**src/rtl/uart_dma_pkg.sv**
```systemverilog
package uart_dma_pkg;
  typedef enum logic [2:0] {
    THR_EIGHTH   = 3'd0,
    THR_QUARTER  = 3'd1,
    THR_HALF     = 3'd2,
    THR_3QUARTER = 3'd3,
    THR_7EIGHTH  = 3'd4
  } thr_sel_e;

  localparam int unsigned SEL_W = 3;
endpackage

```
**src/rtl/uart_dma_thr_dec.sv**
```systemverilog
module uart_dma_thr_dec
  import uart_dma_pkg::*;
#(
  parameter int unsigned DEPTH = 16,
  parameter int unsigned LVL_W = $clog2(DEPTH) + 1
) (
  input  logic [SEL_W-1:0] sel_i,
  output logic [LVL_W-1:0] thr_o
);
  localparam logic [LVL_W-1:0] T_1_8 = LVL_W'(DEPTH / 8);
  localparam logic [LVL_W-1:0] T_1_4 = LVL_W'(DEPTH / 4);
  localparam logic [LVL_W-1:0] T_1_2 = LVL_W'(DEPTH / 2);
  localparam logic [LVL_W-1:0] T_3_4 = LVL_W'((DEPTH * 3) / 4);
  localparam logic [LVL_W-1:0] T_7_8 = LVL_W'((DEPTH * 7) / 8);

  always_comb begin
    case (sel_i)
      THR_EIGHTH:   thr_o = T_1_8;
      THR_QUARTER:  thr_o = T_1_4;
      THR_HALF:     thr_o = T_1_2;
      THR_3QUARTER: thr_o = T_3_4;
      THR_7EIGHTH:  thr_o = T_7_8;
      default:      thr_o = T_1_2; // reserved codes fall back to half
    endcase
  end


  thr_nonzero_chk: assert final (thr_o != '0);
endmodule

```
**src/rtl/uart_dma_dir.sv**
```systemverilog
module uart_dma_dir #(
  parameter int unsigned DEPTH = 16,
  parameter int unsigned LVL_W = $clog2(DEPTH) + 1,
  parameter bit          IS_TX = 1'b0
) (
  input  logic             clk_i,
  input  logic             rst_ni,
  input  logic             en_i,
  input  logic             gate_i,
  input  logic             clr_i,
  input  logic [LVL_W-1:0] level_i,
  input  logic [LVL_W-1:0] thr_i,
  output logic             single_o,
  output logic             burst_o
);
  localparam logic [LVL_W-1:0] DEPTH_L = LVL_W'(DEPTH);

  logic [LVL_W-1:0] avail;
  logic             single_cond;
  logic             burst_cond;
  logic             pass;

  generate
    if (IS_TX) begin : g_tx
      // room left to fill
      assign avail       = DEPTH_L - level_i;
      assign single_cond = level_i < DEPTH_L;
    end else begin : g_rx
      // entries waiting to drain
      assign avail       = level_i;
      assign single_cond = level_i != '0;
    end
  endgenerate

  assign burst_cond = avail >= thr_i;
  assign pass       = en_i && !clr_i && !gate_i;

  always_ff @(posedge clk_i or negedge rst_ni) begin
    if (!rst_ni) begin
      single_o <= 1'b0;
      burst_o  <= 1'b0;
    end else begin
      single_o <= pass && single_cond;
      burst_o  <= pass && burst_cond;
    end
  end


  clr_kill_chk: assert property (@(posedge clk_i) disable iff (!rst_ni)
    clr_i |=> (!single_o && !burst_o));


  en_off_chk: assert property (@(posedge clk_i) disable iff (!rst_ni)
    !en_i |=> (!single_o && !burst_o));

  // a burst always implies at least one character movable
  burst_has_single_chk: assert property (@(posedge clk_i) disable iff (!rst_ni)
    burst_o |-> single_o);
endmodule

```
**src/rtl/uart_dma_req.sv**
```systemverilog
module uart_dma_req
  import uart_dma_pkg::*;
#(
  parameter int unsigned DEPTH = 16,
  parameter int unsigned LVL_W = $clog2(DEPTH) + 1
) (
  input  logic             clk_i,
  input  logic             rst_ni,
  input  logic             rx_dma_en_i,
  input  logic             tx_dma_en_i,
  input  logic             err_mask_en_i,
  input  logic             err_irq_i,
  input  logic [LVL_W-1:0] rx_level_i,
  input  logic [LVL_W-1:0] tx_level_i,
  input  logic [SEL_W-1:0] rx_thr_sel_i,
  input  logic [SEL_W-1:0] tx_thr_sel_i,
  input  logic             rx_clr_i,
  input  logic             tx_clr_i,
  output logic             rx_single_o,
  output logic             rx_burst_o,
  output logic             tx_single_o,
  output logic             tx_burst_o
);
  localparam int unsigned N_DIR = 2; // 0 = rx, 1 = tx

  logic [N_DIR-1:0]            en, gate, clr, single, burst;
  logic [N_DIR-1:0][LVL_W-1:0] level, thr;
  logic [N_DIR-1:0][SEL_W-1:0] sel;

  assign en    = {tx_dma_en_i, rx_dma_en_i};
  assign clr   = {tx_clr_i, rx_clr_i};
  assign level = {tx_level_i, rx_level_i};
  assign sel   = {tx_thr_sel_i, rx_thr_sel_i};
  // transmit side is never gated by the error interrupt
  assign gate  = {1'b0, err_mask_en_i & err_irq_i};

  for (genvar g = 0; g < N_DIR; g++) begin : g_dir
    uart_dma_thr_dec #(.DEPTH(DEPTH), .LVL_W(LVL_W)) u_thr (
      .sel_i (sel[g]),
      .thr_o (thr[g])
    );

    uart_dma_dir #(.DEPTH(DEPTH), .LVL_W(LVL_W), .IS_TX(g == 1)) u_dir (
      .clk_i    (clk_i),
      .rst_ni   (rst_ni),
      .en_i     (en[g]),
      .gate_i   (gate[g]),
      .clr_i    (clr[g]),
      .level_i  (level[g]),
      .thr_i    (thr[g]),
      .single_o (single[g]),
      .burst_o  (burst[g])
    );
  end

  assign rx_single_o = single[0];
  assign rx_burst_o  = burst[0];
  assign tx_single_o = single[1];
  assign tx_burst_o  = burst[1];


  err_gate_chk: assert property (@(posedge clk_i) disable iff (!rst_ni)
    (err_mask_en_i && err_irq_i) |=> (!rx_single_o && !rx_burst_o));


  rx_single_on_chk: assert property (@(posedge clk_i) disable iff (!rst_ni)
    (rx_dma_en_i && !rx_clr_i && !(err_mask_en_i && err_irq_i) && rx_level_i != '0)
      |=> rx_single_o);


  tx_single_on_chk: assert property (@(posedge clk_i) disable iff (!rst_ni)
    (tx_dma_en_i && !tx_clr_i && tx_level_i < LVL_W'(DEPTH)) |=> tx_single_o);
endmodule

```
**config.mk**
```make
export PLATFORM = sky130hd
export DESIGN_NAME = uart_dma_req
export DESIGN_NICKNAME = d
export VERILOG_FILES = /design/src/rtl/uart_dma_pkg.sv /design/src/rtl/uart_dma_thr_dec.sv /design/src/rtl/uart_dma_dir.sv /design/src/rtl/uart_dma_req.sv
export SDC_FILE = /design/constraint.sdc
export NUM_CORES = 1
export LEC_CHECK = 0
export ABC_AREA = 0
export CAP_MARGIN = 25
export CORE_AREA = 3 3 40 42
export CTS_BUF_LIST = sky130_fd_sc_hd__clkbuf_8
export DETAILED_ROUTE_END_ITERATION = 10
export DIE_AREA = 0 0 43 45
export GPL_TIMING_DRIVEN = 0
export HOLD_SLACK_MARGIN = 0.08
export PLACE_DENSITY = 0.74
export SLEW_MARGIN = 30
export SYNTH_ARGS = -nofsm -noshare
export SYNTH_HDL_FRONTEND = slang
export SYNTH_SLANG_ARGS = --single-unit
```
**constraint.sdc**
```tcl
create_clock -name clk_i -period 1.1 [get_ports clk_i]
set_input_delay 0.11 -clock clk_i [delete_from_list [all_inputs] [get_ports clk_i]]
set_output_delay 0.11 -clock clk_i [all_outputs]
set_load 0.01 [all_outputs]
```
Word-level counts from Yosys, hierarchy flattened:

Cells that the tools add are included.

* register bits: 4
* latch bits: 0
* RAM bits: 0
* memory bits (read-only): 0
* input bits: 24
* output and inout bits: 4
* logic and storage cells: 30
* memories kept: 0

* $add $sub $neg: 1
* multipliers: 0
* div/mod/pow operators: 0
* magnitude comparators: 3
* equality and inequality tests: 6
* shift operators: 0
* mux-type cells: 2
* bitwise operators: 1
* reduce and logical (&&, ||, !) cells: 13

Operators with widths (number)
* $pmux 4 s4: 2
* $ge 5x4->1: 2
* $logic_and 1x1->1: 7
* $eq 3x1->1 const B: 2
* $eq 3x2->1 const B: 2
* $eq 3x3->1 const B: 2
* $logic_not 3->1: 2
* $lt 5x5->1 const B: 1
* $reduce_bool 5->1: 1
* $sub 5x5->5 const A: 1
* $logic_not 1->1: 3
* $and 1x1->1: 1

Longest topological paths before layout:

* word-level depth: 4
* gate-level depth with buffers: 7
* gate-level depth less buffers: 7

Cells and area by module:

Synthesis repeated with hierarchy kept, for this count alone.

* cell total of the unflattened synthesis: 65
* area total of the unflattened synthesis: 545.5 um^2

By module, submodules not included
* uart_dma_dir (g_dir[1].u_dir): times used 1, cells an instance 29, area an instance 256.5 um^2, sequential area each 50.0 um^2
* uart_dma_dir (g_dir[0].u_dir): times used 1, cells an instance 22, area an instance 198.9 um^2, sequential area each 50.0 um^2
* uart_dma_thr_dec: times used 2, cells an instance 6, area an instance 40.0 um^2, sequential area each 0.0 um^2
* uart_dma_req: times used 1, cells an instance 2, area an instance 10.0 um^2, sequential area each 0.0 um^2

Least setup slack after synthesis:

No wires, ideal clock.

* kind: input port to flip-flop
* start: input tx_level_i[0]
* end: register g_dir[1].u_dir.burst_o
* setup time: 0.135 ns
* arrival: 1.107 ns
* required time: 0.965 ns
* path slack: -0.142 ns
* stages: 6
* path buffers: 0
* cell sequence: inv_1 -> ha_1 -> nor3b_1 -> ha_1 -> o311ai_0 -> a21oi_1

* cells in the longest elaborated chain, start to end: 3

RTL lines
* start, declared: line uart_dma_req.sv:14 `input logic [LVL_W-1:0] tx_level_i,`
* $sub 5x5->5: line uart_dma_dir.sv:26 `assign avail = DEPTH_L - level_i;`
* $ge 5x4->1: line uart_dma_dir.sv:35 `assign burst_cond = avail >= thr_i;`
* $logic_and 1x1->1: line uart_dma_dir.sv:44 `burst_o <= pass && burst_cond;`
* end signal, assigned: line uart_dma_dir.sv:44
* end, declared: line uart_dma_dir.sv:14 `output logic burst_o`

Every way passes these cells.

Worst setup path in the final report:

* start: input tx_level_i[1]
* end: register g_dir[1].u_dir.burst_o

Same word-level chain as after synthesis.

==> summary.md <==
| Metric | Value |
|---|---|
| Status | finished clean |
| Core Util, Final | 61.64% |
| Worst hold slack | 0.09812 ns |
| Worst EP required | 1.19 ns |
| Post-synthesis average cell area | 8.929 µm² |
| RSZ-0062 raised after global routing | true |
| HP Class | in2async |
| Final Slew Violations | 0 |
| Gr usage total | 12.19% |
| Max_slew headroom | 78.99% |
| Initial DRC count | 0 |
| WS Path Type | in2reg |
| Post-synth EDFFs | 0 |
| Synth Flop Type | dfrtp_1 |
| Asr flop ratio synth | 100.0% |
| Drc violations | 0 |
| Chip Width | 43 µm |
| Gate Count Post-Synth | 44 |
| Crit-path slowest cell | ha_4 |
| Static leakage | 0.0003917 µW |
| Syn. warnings | 0 |
| Sink Count | 4 |
| Period utilization | 94.87% |
| Final setup violation count | 0 |
| Post-CTS Hold Buffers | 0 |
| Drt total wl | 1045 µm |
| Post-synth net total | 76 |
| Core area | 1285 µm² |
| Clock Path Buffers | 2 |
| TritonCTS clock tree | done |
| Initial antenna violation count | 0 |
| TritonCTS Buffers | 3 |
| Pin count of the biggest net entering global routing | 5 |
| Crit path DAT | 1.13 ns |
| Wirelength per Cell | 11.48 µm |
| Final Cell Area | 792.0 µm² |
| Peak VDD IR | 0.0004284 V |
| Vias | 446 |
| Layout area overhead | 101.6% |
| Clock transition at path regs | 0.03 ns |
| Final total power | 685.7 µW |
| Worst-Margin Slew | 0.3110 ns |
| First-pass GRT wire length | 1738 µm |
| # diodes | 0 |
| P per Cell Area | 865.7 nW/µm² |
| Worst path cell trace | buf_8 -> inv_4 -> ha_4 -> nor3b_4 -> ha_4 -> o311ai_2 -> a21oi_1 |
| HPWL Detailed | 869.8 µm |
| Final cell count without fillers | 91 |
| CTS H-tree depth | 1 |
| Root buffer cell | clkbuf_8 |
| DIE AREA | 1935 µm² |
| Grt ovf | 0 |
| Crit-path max cell delay | 0.24 ns |
| Vias per inst | 4.901 |
| Share of layout cells above drive strength 1 | 28.95% |
| Tmin final | 1.044 ns |
| Post-DP Area | 709.4 µm² |
| Chip Height | 45 µm |
| Final ANT Viol Nets | 0 |
| TritonRoute pass-1 iters | 1 |
| Placed instance count | 86 |
| Synth unique cells | 20 |
| Starting Density | 30.57% |
| Register bit total from synthesis | 4 |
| Most frequent CP cell | ha_4 |
| Peak Freq | 958.3 MHz |
| # IOs | 28 |
| Seq/Total Area, Yosys | 25.48% |
| Crit end category | flip-flop |
| Vias in the first global route | 451 |
| Nets | 110 |
| GPL Wtd Cong | 0.6885 |
| Max Cap Viol | 0 |
| Worst Path Max Fanout | 3 |
| CP Launch Type | input pin |
| Row Count | 13 |
| Synthesized area | 392.9 µm² |
| IO buf count | 27 |
| Final Hold Fails | 0 |
-- final cells by class --
cell class	count	area, µm²
clock buffers	3	41.29
multi-input cells	32	332.8
flip-flops and latches	4	100.1
repair buffers	29	264.0
inverters	8	35.03
fillers	116	493.0
well taps	15	18.77
-- report_power, final --
| group | switching, µW | internal (µW) |
|---|---|---|
| Sequential | 1.66 | 156 |
| Combinational | 93.0 | 131 |
| Clock | 71.2 | 233 |
-- metal layers --
metal | up-vias | track usage [%] | routed length [µm]
li1 | 223 | - | -
met1 | 202 | 12.14 | 379
met2 | 19 | 22.46 | 564
met3 | 2 | 3.586 | 85
met4 | 0 | 7.229 | 15
met5 | - | 0 | 0
-- registers in the layout (all words and copies together) (netlist names) --
name	count
g_dir.u_dir.burst_o	2
g_dir.u_dir.single_o	2
-- layout by cell type (no fill, tap or decap), types with 2 or more instances in the layout --
master / netlist / layout
clkdlybuf4s50_1: 0 / 10
dlygate4sd2_1: 0 / 9
inv_1: 8 / 6
ha_1: 8 / 6
dfrtp_1: 4 / 4
clkbuf_8: 0 / 3
buf_2: 0 / 3
xnor2_1: 2 / 2
inv_4: 0 / 2
o21ai_1: 0 / 2
nor2_1: 4 / 2
mux2i_1: 2 / 2
ha_4: 0 / 2
buf_6: 0 / 2
buf_4: 0 / 2
-- synth_stat cells, drive strengths merged (2+ instances only) --
library cell	n	area, µm²
dfrtp	4	100.1
nor2	4	15.01
nor3	2	10.01
inv	8	30.03
ha	8	100.1
o21ai	2	10.01
xnor2	2	17.52
mux2i	2	20.02
-- cells by family (layout without fill, tap and decap cells) --
kind of cell               after synthesis  in the layout  synth area share (%)
DFF                                      4              4                 25.48
xor gates and xnor gates                 2              2                 4.459
buffers and inverters                    8             40                 7.644
AOI/OAI and AO/OA                        9              9                 15.93
and+or+nand+nor                         11             11                 15.93
muxes                                    2              2                 5.096
adders and majority gates                8              8                 25.48
-- what timing repair did --
| item | CTS | global route |
|---|---|---|
| resized for setup | 34 | 19 |
| setup endpoints to repair | 7 | 2 |
| pin swaps | 9 | 8 |
| buffers inserted | 2 | 0 |
-- through the flow --
stage | setup TNS (ns) | worst slack (ns)
after floorplan | -0.005698 | -0.005698
after global placement | -1.663 | -0.6790
after detailed placement | -1.745 | -0.6921
after CTS | -0.04635 | -0.04635
after global routing | -0.01483 | -0.01483
final | 0 | 0.05647
-- worst max-delay path: cells and delay by family --
family                     cells  cell delay (ns)
adders and majority gates      2             0.37
and+or+nand+nor                1             0.22
AOI/OAI and AO/OA              2             0.28
buffers and inverters          2             0.16
-- worst paths after layout --
path                               start                       to  slack, ns  depth (start not counted)
min in group clk_i         tx_level_i[1]  g_dir[1].u_dir.single_o       0.30                          3
max in group asynchronous         rst_ni  g_dir[1].u_dir.single_o       0.83                          1
max                        tx_level_i[1]   g_dir[1].u_dir.burst_o       0.06                          7
min                               rst_ni  g_dir[0].u_dir.single_o        0.1                          1
Note: power is estimated with default switching activity, not from simulation.
